<file path="config.mk">
export PLATFORM = sky130hd
export DESIGN_NAME = field_addsub
export DESIGN_NICKNAME = d
export VERILOG_FILES = /design/src/rtl/field_addsub_pkg.sv /design/src/rtl/fas_ctrl.sv /design/src/rtl/fas_datapath.sv /design/src/rtl/field_addsub.sv
export SDC_FILE = /design/constraint.sdc
export NUM_CORES = 2
export LEC_CHECK = 0
export BUFFER_PORTS_ARGS = -buffer_cell sky130_fd_sc_hd__buf_2
export CORE_MARGIN = 1
export CORE_UTILIZATION = 23
export CTS_BUF_LIST = sky130_fd_sc_hd__clkbuf_4 sky130_fd_sc_hd__clkbuf_8
export DETAILED_ROUTE_END_ITERATION = 12
export GPL_ROUTABILITY_DRIVEN = 0
export GPL_TIMING_DRIVEN = 0
export HOLD_SLACK_MARGIN = 0.15
export PLACE_DENSITY_LB_ADDON = 0.2
export SLEW_MARGIN = 20
export SYNTH_ARGS = -nofsm -noshare
export SYNTH_HDL_FRONTEND = slang
export SYNTH_SLANG_ARGS = --single-unit
</file>
<file path="constraint.sdc">
create_clock -name clk -period 1.2 [get_ports clk]
set_clock_uncertainty 0.15 [all_clocks]
set_input_delay 0.12 -clock clk [delete_from_list [all_inputs] [get_ports clk]]
set_output_delay 0.12 -clock clk [all_outputs]
set_load 0.05 [all_outputs]
</file>
<file path="src/rtl/field_addsub_pkg.sv">
package field_addsub_pkg;
  typedef struct packed {
    logic load;
    logic isSub;
  } fasStrobe_t;
endpackage

</file>
<file path="src/rtl/fas_ctrl.sv">
module fas_ctrl
  import field_addsub_pkg::*;
(
  input  logic       clk,
  input  logic       rstN,
  input  logic       startIn,
  input  logic       opSub,
  output fasStrobe_t strobe,
  output logic       done
);
  logic doneReg;

  always_comb begin
    strobe.load  = startIn & rstN;
    strobe.isSub = opSub;
  end

  always_ff @(posedge clk or negedge rstN) begin
    if (!rstN) doneReg <= 1'b0;
    else       doneReg <= startIn;
  end

  assign done = doneReg;

  // a start is followed by done in the next cycle
  a_r6_done_follows_start: assert property (@(posedge clk) disable iff (!rstN)
    startIn |=> done);
  // no start, no done
  a_r6_done_single: assert property (@(posedge clk) disable iff (!rstN)
    !startIn |=> !done);
endmodule

</file>
<file path="src/rtl/fas_datapath.sv">
module fas_datapath
  import field_addsub_pkg::*;
#(
  parameter int unsigned WIDTH = 256,
  parameter logic [WIDTH-1:0] PRIME = 256'h7FFFFFFFFFFFFFFF_FFFFFFFFFFFFFFFF_FFFFFFFFFFFFFFFF_FFFFFFFFFFFFFFED
) (
  input  logic             clk,
  input  logic             rstN,
  input  fasStrobe_t       strobe,
  input  logic [WIDTH-1:0] opA,
  input  logic [WIDTH-1:0] opB,
  output logic [WIDTH-1:0] result
);
  localparam int unsigned EXT = WIDTH + 1;
  localparam logic [EXT-1:0] PRIME_EXT = {1'b0, PRIME};
  localparam logic [EXT-1:0] NEG_PRIME = ~PRIME_EXT + 1'b1;

  logic [EXT-1:0] bTerm;
  logic [EXT-1:0] rawVal;
  logic [EXT-1:0] corrConst;
  logic [EXT-1:0] corrVal;
  logic           needFix;
  logic [WIDTH-1:0] nextRes;
  logic [WIDTH-1:0] resReg;

  // Stage 1: one adder, with operand B negated for subtraction
  always_comb begin
    bTerm  = strobe.isSub ? (~{1'b0, opB} + 1'b1) : {1'b0, opB};
    rawVal = {1'b0, opA} + bTerm;
  end

  // Stage 2: the correction constant is chosen by the operation
  always_comb begin
    corrConst = strobe.isSub ? PRIME_EXT : NEG_PRIME;
    corrVal   = rawVal + corrConst;
    needFix   = strobe.isSub ? rawVal[WIDTH] : (rawVal >= PRIME_EXT);
    nextRes   = needFix ? corrVal[WIDTH-1:0] : rawVal[WIDTH-1:0];
  end

  always_ff @(posedge clk or negedge rstN) begin
    if (!rstN)            resReg <= '0;
    else if (strobe.load) resReg <= nextRes;
  end

  assign result = resReg;

  // every loaded result is reduced
  a_r8_in_range: assert property (@(posedge clk) disable iff (!rstN)
    $past(strobe.load) |-> (resReg < PRIME));
  // without a load the result register holds
  a_r7_hold: assert property (@(posedge clk) disable iff (!rstN)
    !$past(strobe.load) |-> $stable(resReg));
  // an addition without wrap never yields less than operand A
  a_r2_add_plain: assert property (@(posedge clk) disable iff (!rstN)
    ($past(strobe.load) && !$past(strobe.isSub) && !$past(needFix)) |-> (resReg >= $past(opA)));
  // an addition that wraps yields less than operand A
  a_r3_add_wrap: assert property (@(posedge clk) disable iff (!rstN)
    ($past(strobe.load) && !$past(strobe.isSub) && $past(needFix)) |-> (resReg < $past(opA)));
  // a subtraction without borrow never exceeds operand A
  a_r4_sub_plain: assert property (@(posedge clk) disable iff (!rstN)
    ($past(strobe.load) && $past(strobe.isSub) && !$past(needFix)) |-> (resReg <= $past(opA)));
  // a subtraction with borrow exceeds operand A
  a_r5_sub_borrow: assert property (@(posedge clk) disable iff (!rstN)
    ($past(strobe.load) && $past(strobe.isSub) && $past(needFix)) |-> (resReg > $past(opA)));
endmodule

</file>
<file path="src/rtl/field_addsub.sv">
module field_addsub
  import field_addsub_pkg::*;
#(
  parameter int unsigned WIDTH = 256,
  parameter logic [WIDTH-1:0] PRIME = 256'h7FFFFFFFFFFFFFFF_FFFFFFFFFFFFFFFF_FFFFFFFFFFFFFFFF_FFFFFFFFFFFFFFED
) (
  input  logic             clk,
  input  logic             rstN,
  input  logic             startIn,
  input  logic             opSub,
  input  logic [WIDTH-1:0] opA,
  input  logic [WIDTH-1:0] opB,
  output logic [WIDTH-1:0] result,
  output logic             done
);
  fasStrobe_t strobe;

  fas_ctrl u_ctrl (
    .clk     (clk),
    .rstN    (rstN),
    .startIn (startIn),
    .opSub   (opSub),
    .strobe  (strobe),
    .done    (done)
  );

  fas_datapath #(.WIDTH(WIDTH), .PRIME(PRIME)) u_dp (
    .clk    (clk),
    .rstN   (rstN),
    .strobe (strobe),
    .opA    (opA),
    .opB    (opB),
    .result (result)
  );
endmodule

</file>
After elaboration in Yosys (flattened, before gate mapping). Index checks and enable logic that the tools add are counted.

Logic and storage cells: 12. Bits in registers: 257. Output and inout port bits: 257.

Add/subtract/negate cells: 3. Multiplexer cells: 4. $lt $le $gt $ge: 1. Bitwise logic cells: 2.

Operators by type and width (number): 256-bit two-way mux (2); 256-bit by 257-bit adder with 257-bit output (1); 257-bit by 1-bit adder with 257-bit output (second input constant) (1); 257-bit by 255-bit >= comparator with 1-bit output (second input constant) (1); 257-bit two-way mux (1); 256-bit inverter with 257-bit output (1); 256-bit adder (1); 1-bit AND (1); 1-bit two-way mux (1).

Logic depth before layout (Yosys ltp).
Depth after elaboration: 7. Gate-level depth with buffers: 53.

Hierarchy. Synthesis repeated with hierarchy kept, for this count alone.

Cells, all modules: 7970. Area, all modules: 54113.1 um2.

By module, submodules not included: fas_datapath (cells an instance 7967, times used 1, area each 54074.4 um2, seq. area each 6406.1 um2); fas_ctrl (cells an instance 3, times used 1, area each 38.8 um2, seq. area each 25.0 um2).

Worst setup path before layout. Ideal clock, no wire load.

Path type: input -> register. Start: input opB[52]. End: register u_dp.resReg[249] (netlist: u_dp.result[249]). Arrival: 10561 ps. Buffers on the path: 2. Library setup time: 119 ps. Slack: -9631 ps. Data required time: 931 ps. Stages on the path: 48. Path through: or4_1 > or4_1 > nor2_1 > nor4b_2 > nand4_1 > or3_1 > nor2_2 > nand2_1 > or4_1 > o31ai_1 > xnor2_1 > ha_1 > clkbuf_1 > a21oi_1 > o21ai_0 > a21oi_1 > o21ai_0 > or4_1 > [... 12 more ...] > a21oi_1 > or3_1 > or2_2 > a21oi_1 > o41ai_1 > a21oi_1 > o31a_1 > o31a_1 > nor4_1 > a21oi_1 > o221ai_1 > nand4_1 > o21ai_0 > o21ai_0 > o21ai_0 > xnor2_1 > o21ai_0 > o21a_1.

Word-level cells in the longest chain between the ends: 7. Elaborated cells between the ends (all ways): 8.

Ends and longest elaborated chain: from (decl) (RTL line field_addsub.sv:12) `input logic [WIDTH-1:0] opB,`; 256-bit inverter with 257-bit output (RTL line fas_datapath.sv:28) `bTerm = strobe.isSub ? (~{1'b0, opB} + 1'b1) : {1'b0, opB};`; 257-bit by 1-bit adder with 257-bit output (RTL line fas_datapath.sv:28); 257-bit two-way mux * (RTL line fas_datapath.sv:28); 256-bit by 257-bit adder with 257-bit output * (RTL line fas_datapath.sv:29) `rawVal = {1'b0, opA} + bTerm;`; 257-bit by 255-bit >= comparator with 1-bit output (RTL line fas_datapath.sv:36) `needFix = strobe.isSub ? rawVal[WIDTH] : (rawVal >= PRIME_EXT);`; 1-bit two-way mux (RTL line fas_datapath.sv:36); 256-bit two-way mux * (RTL line fas_datapath.sv:37) `nextRes = needFix ? corrVal[WIDTH-1:0] : rawVal[WIDTH-1:0];`; to (signal assigned) (RTL line fas_datapath.sv:42) `else if (strobe.load) resReg <= nextRes;`; to (decl) (RTL line fas_datapath.sv:24) `logic [WIDTH-1:0] resReg;`.

Every way passes the cells marked *; elsewhere a longest branch is shown, timed or not. A chain may end at the register's enable or synchronous reset.

Worst setup path in the final report.
Start: input opB[32]. End: register u_dp.resReg[254] (netlist: u_dp.result[254]).

Same word-level chain as after synthesis.

==> metrics.txt <==
status=finished with violations; violated checks=negative hold slack, negative setup slack; CTS Hold Bufs=3; Pwr per Cell Area=2140 nW/um^2; CP most frequent cell=or4_4; Synth area leaders=dfrtp_1 (12%), ha_1 (12%), a21oi_1 (10%); final wirelength=336000 um; Mapped Nets=8703; Post-synth ARST share=100%; total die area=227000 um^2; pre-CTS WS=-13.57 ns; RSZ-0062 raised after global routing=yes; Slew @ Worst Pin=1.23 ns; max frequency=92.2 MHz; GRT Util Overall=27.7%; vias in the first global route=63600; Mapped Cells=7674; largest net degree at the start of global routing=94; final hold violation count=273; I/O Pins=773; final worst slack=-9.65 ns; CP startpoint kind=input pin; Clock Tree Root=clkbuf_8; proportion of layout cells with a drive suffix above 1=30.4%; Yosys warning count=0; family with the most delay on the worst path=simple AND/OR/NAND/NOR gates; Slew Limit Fails=0; total grt overflow=0; commonest non-fill, non-tap cells in the layout=nand2_1 (989), a21oi_1 (788), buf_2 (771); # H-tree levels=2; CP arrival=11.34 ns; Post-synth top flop=dfrtp_1; Chip Height=476 um; worst-path fanout max=8; sequential share of the synthesized area=12.4%; Final Critical Period=10.85 ns; initial antenna violation count=41; max incr delay on CP=0.60 ns; relative slew slack=17.2%; Final Setup Violations=513; flops & latches, synth=257; Mapped Avg Cell Area=6.74 um^2; Core Area=223000 um^2; CTS tree=done; Hold Worst Slack=-0.888 ns; EDFF count, synth=0; total number of vias=67400; Util after Layout=33.8%; first-pass GRT wire length=462000 um; area grow syn2layout=45.7%; maximum clock insertion buffer count=3; buffers plus inverters on the worst setup path=1; Mapped Area=51800 um^2; most common cell after layout, fill and taps aside=nand2_1; crit share post-route=904%; post-DP HPWL=276000 um; clk_lat worst skew=0.77 ns; Worst Hold Class=in -> async; die outline width=476 um; Leak Pwr=0.0300 uW; Final Instance Area=75400 um^2; DRT Pass-1 Iters=8; Req. time, crit path=1.70 ns; DR iter-0 viols=6847; placed inst area=60400 um^2; Clock Sinks=257; Crit. End Element=register; Port Buf Inserts=772; VDD IR max=1250 uV; Yosys top cell by area=dfrtp_1; Clock transition at path regs=0.06 ns; drt drc=0; Max-Cap Viols=0; Worst Setup Path Type=in -> reg; Distinct cells, synth=92; number of buffers created by CTS=53; Nets=9921; # rows=173; Starting Density=23.2%; CP max stage cell=or4_4; drt wl/cell=28.1 um; fillcell total=24000; post-synth top area share=12.4%; drt via density=5.65; Post-DRT Antenna Nets=0
[what timing repair did]
item | CTS | global route
setup endpoints to repair | 513 | 513
pin swaps | 229 | 356
setup buffers | 256 | 188
resized for setup | 1070 | 878
cloned | 16 | 21
endpoints found under the hold margin | 378 | 342
[power breakdown]
part | total (uW) | internal [uW] | switching, uW
Clock | 11900 | 6910 | 4980
Sequential | 16100 | 12900 | 3190
Combinational | 133000 | 45500 | 88000
[synth_stat cells, types with 41 or more instances]
master / instances
nand4_1: 305
o31ai_1: 122
dfrtp_1: 257
clkbuf_1: 341
o41ai_1: 41
nor4_1: 64
xnor2_1: 555
o21ai_1: 244
inv_1: 180
o21ai_0: 625
a31oi_1: 66
nand3_1: 75
a21o_1: 155
xor2_1: 206
nand2b_1: 65
nand2_1: 1022
or3_1: 80
ha_1: 511
or4_1: 50
o21bai_1: 149
a21oi_1: 1052
nor2b_1: 43
nor3_1: 137
o21a_1: 98
nor2_1: 688
mux2i_1: 92
[through the flow]
stage,std cells,TNS (ns),total power [uW],hold WS [ns]
after global placement,11400,-6400.85,119000,0.211
after CTS,11700,-2495.16,146000,-0.912
after floorplan,7674,-2069.19,83500,-0.326
after detailed placement,11400,-3281.52,119000,-0.0655
after global routing,11900,-2575.41,169000,-0.885
final,11900,-2514.67,161000,-0.888
[logic make-up after synthesis]
logic type	count (synthesis)	share of synthesized area (%)
AOI/OAI and AO/OA	2811	31.9
buffers and inverters	564	4.59
adders and majority gates	513	12.4
xor gates and xnor gates	761	12.9
DFF	257	12.4
and+or+nand+nor	2676	24.0
muxes	92	1.78
[area by class of cell]
cell class | count | area, um^2 | area share, %
Sequential cell | 257 | 6430 | 8.53
Antenna cell | 19 | 47.5 | 0.0630
Clock buffer | 75 | 963 | 1.28
Buffer | 280 | 1950 | 2.58
Multi-Input combinational cell | 6853 | 52200 | 69.2
Tap cell | 2975 | 3720 | 4.93
Timing Repair Buffer | 1266 | 9070 | 12.0
Inverter | 181 | 688 | 0.912
Clock inverter | 23 | 334 | 0.443
[sequential cells by signal (all words and copies together), names as in the netlist]
signal       cells
u_dp.result    256
u_ctrl.done      1
[final timing paths]
| path | from | endpoint | slack [ns] | cells past startpoint |
|---|---|---|---|---|
| worst max-delay path | opB[32] | u_dp.result[254] | -9.65 | 45 |
| worst min-delay path | rstN | u_dp.result[51] | -0.89 | 1 |
| worst max register to register | u_dp.result[245] | u_dp.result[245] | 0.11 | 1 |
| worst min register to register | u_dp.result[105] | u_dp.result[105] | 0.33 | 2 |
| max in group asynchronous | rstN | u_dp.result[238] | 0.64 | 3 |
| min in group clk | opA[223] | u_dp.result[223] | -0.05 | 5 |
[layer usage]
layer | vias to the layer above | track usage, % | routed length [um]
met5 | - | 0 | 103
met4 | 16 | 19.3 | 28200
met1 | 32600 | 35.8 | 139000
met2 | 3431 | 41.2 | 140000
met3 | 843 | 5.51 | 28800
li1 | 30600 | - | -
Power figures use the tool's default switching activity.
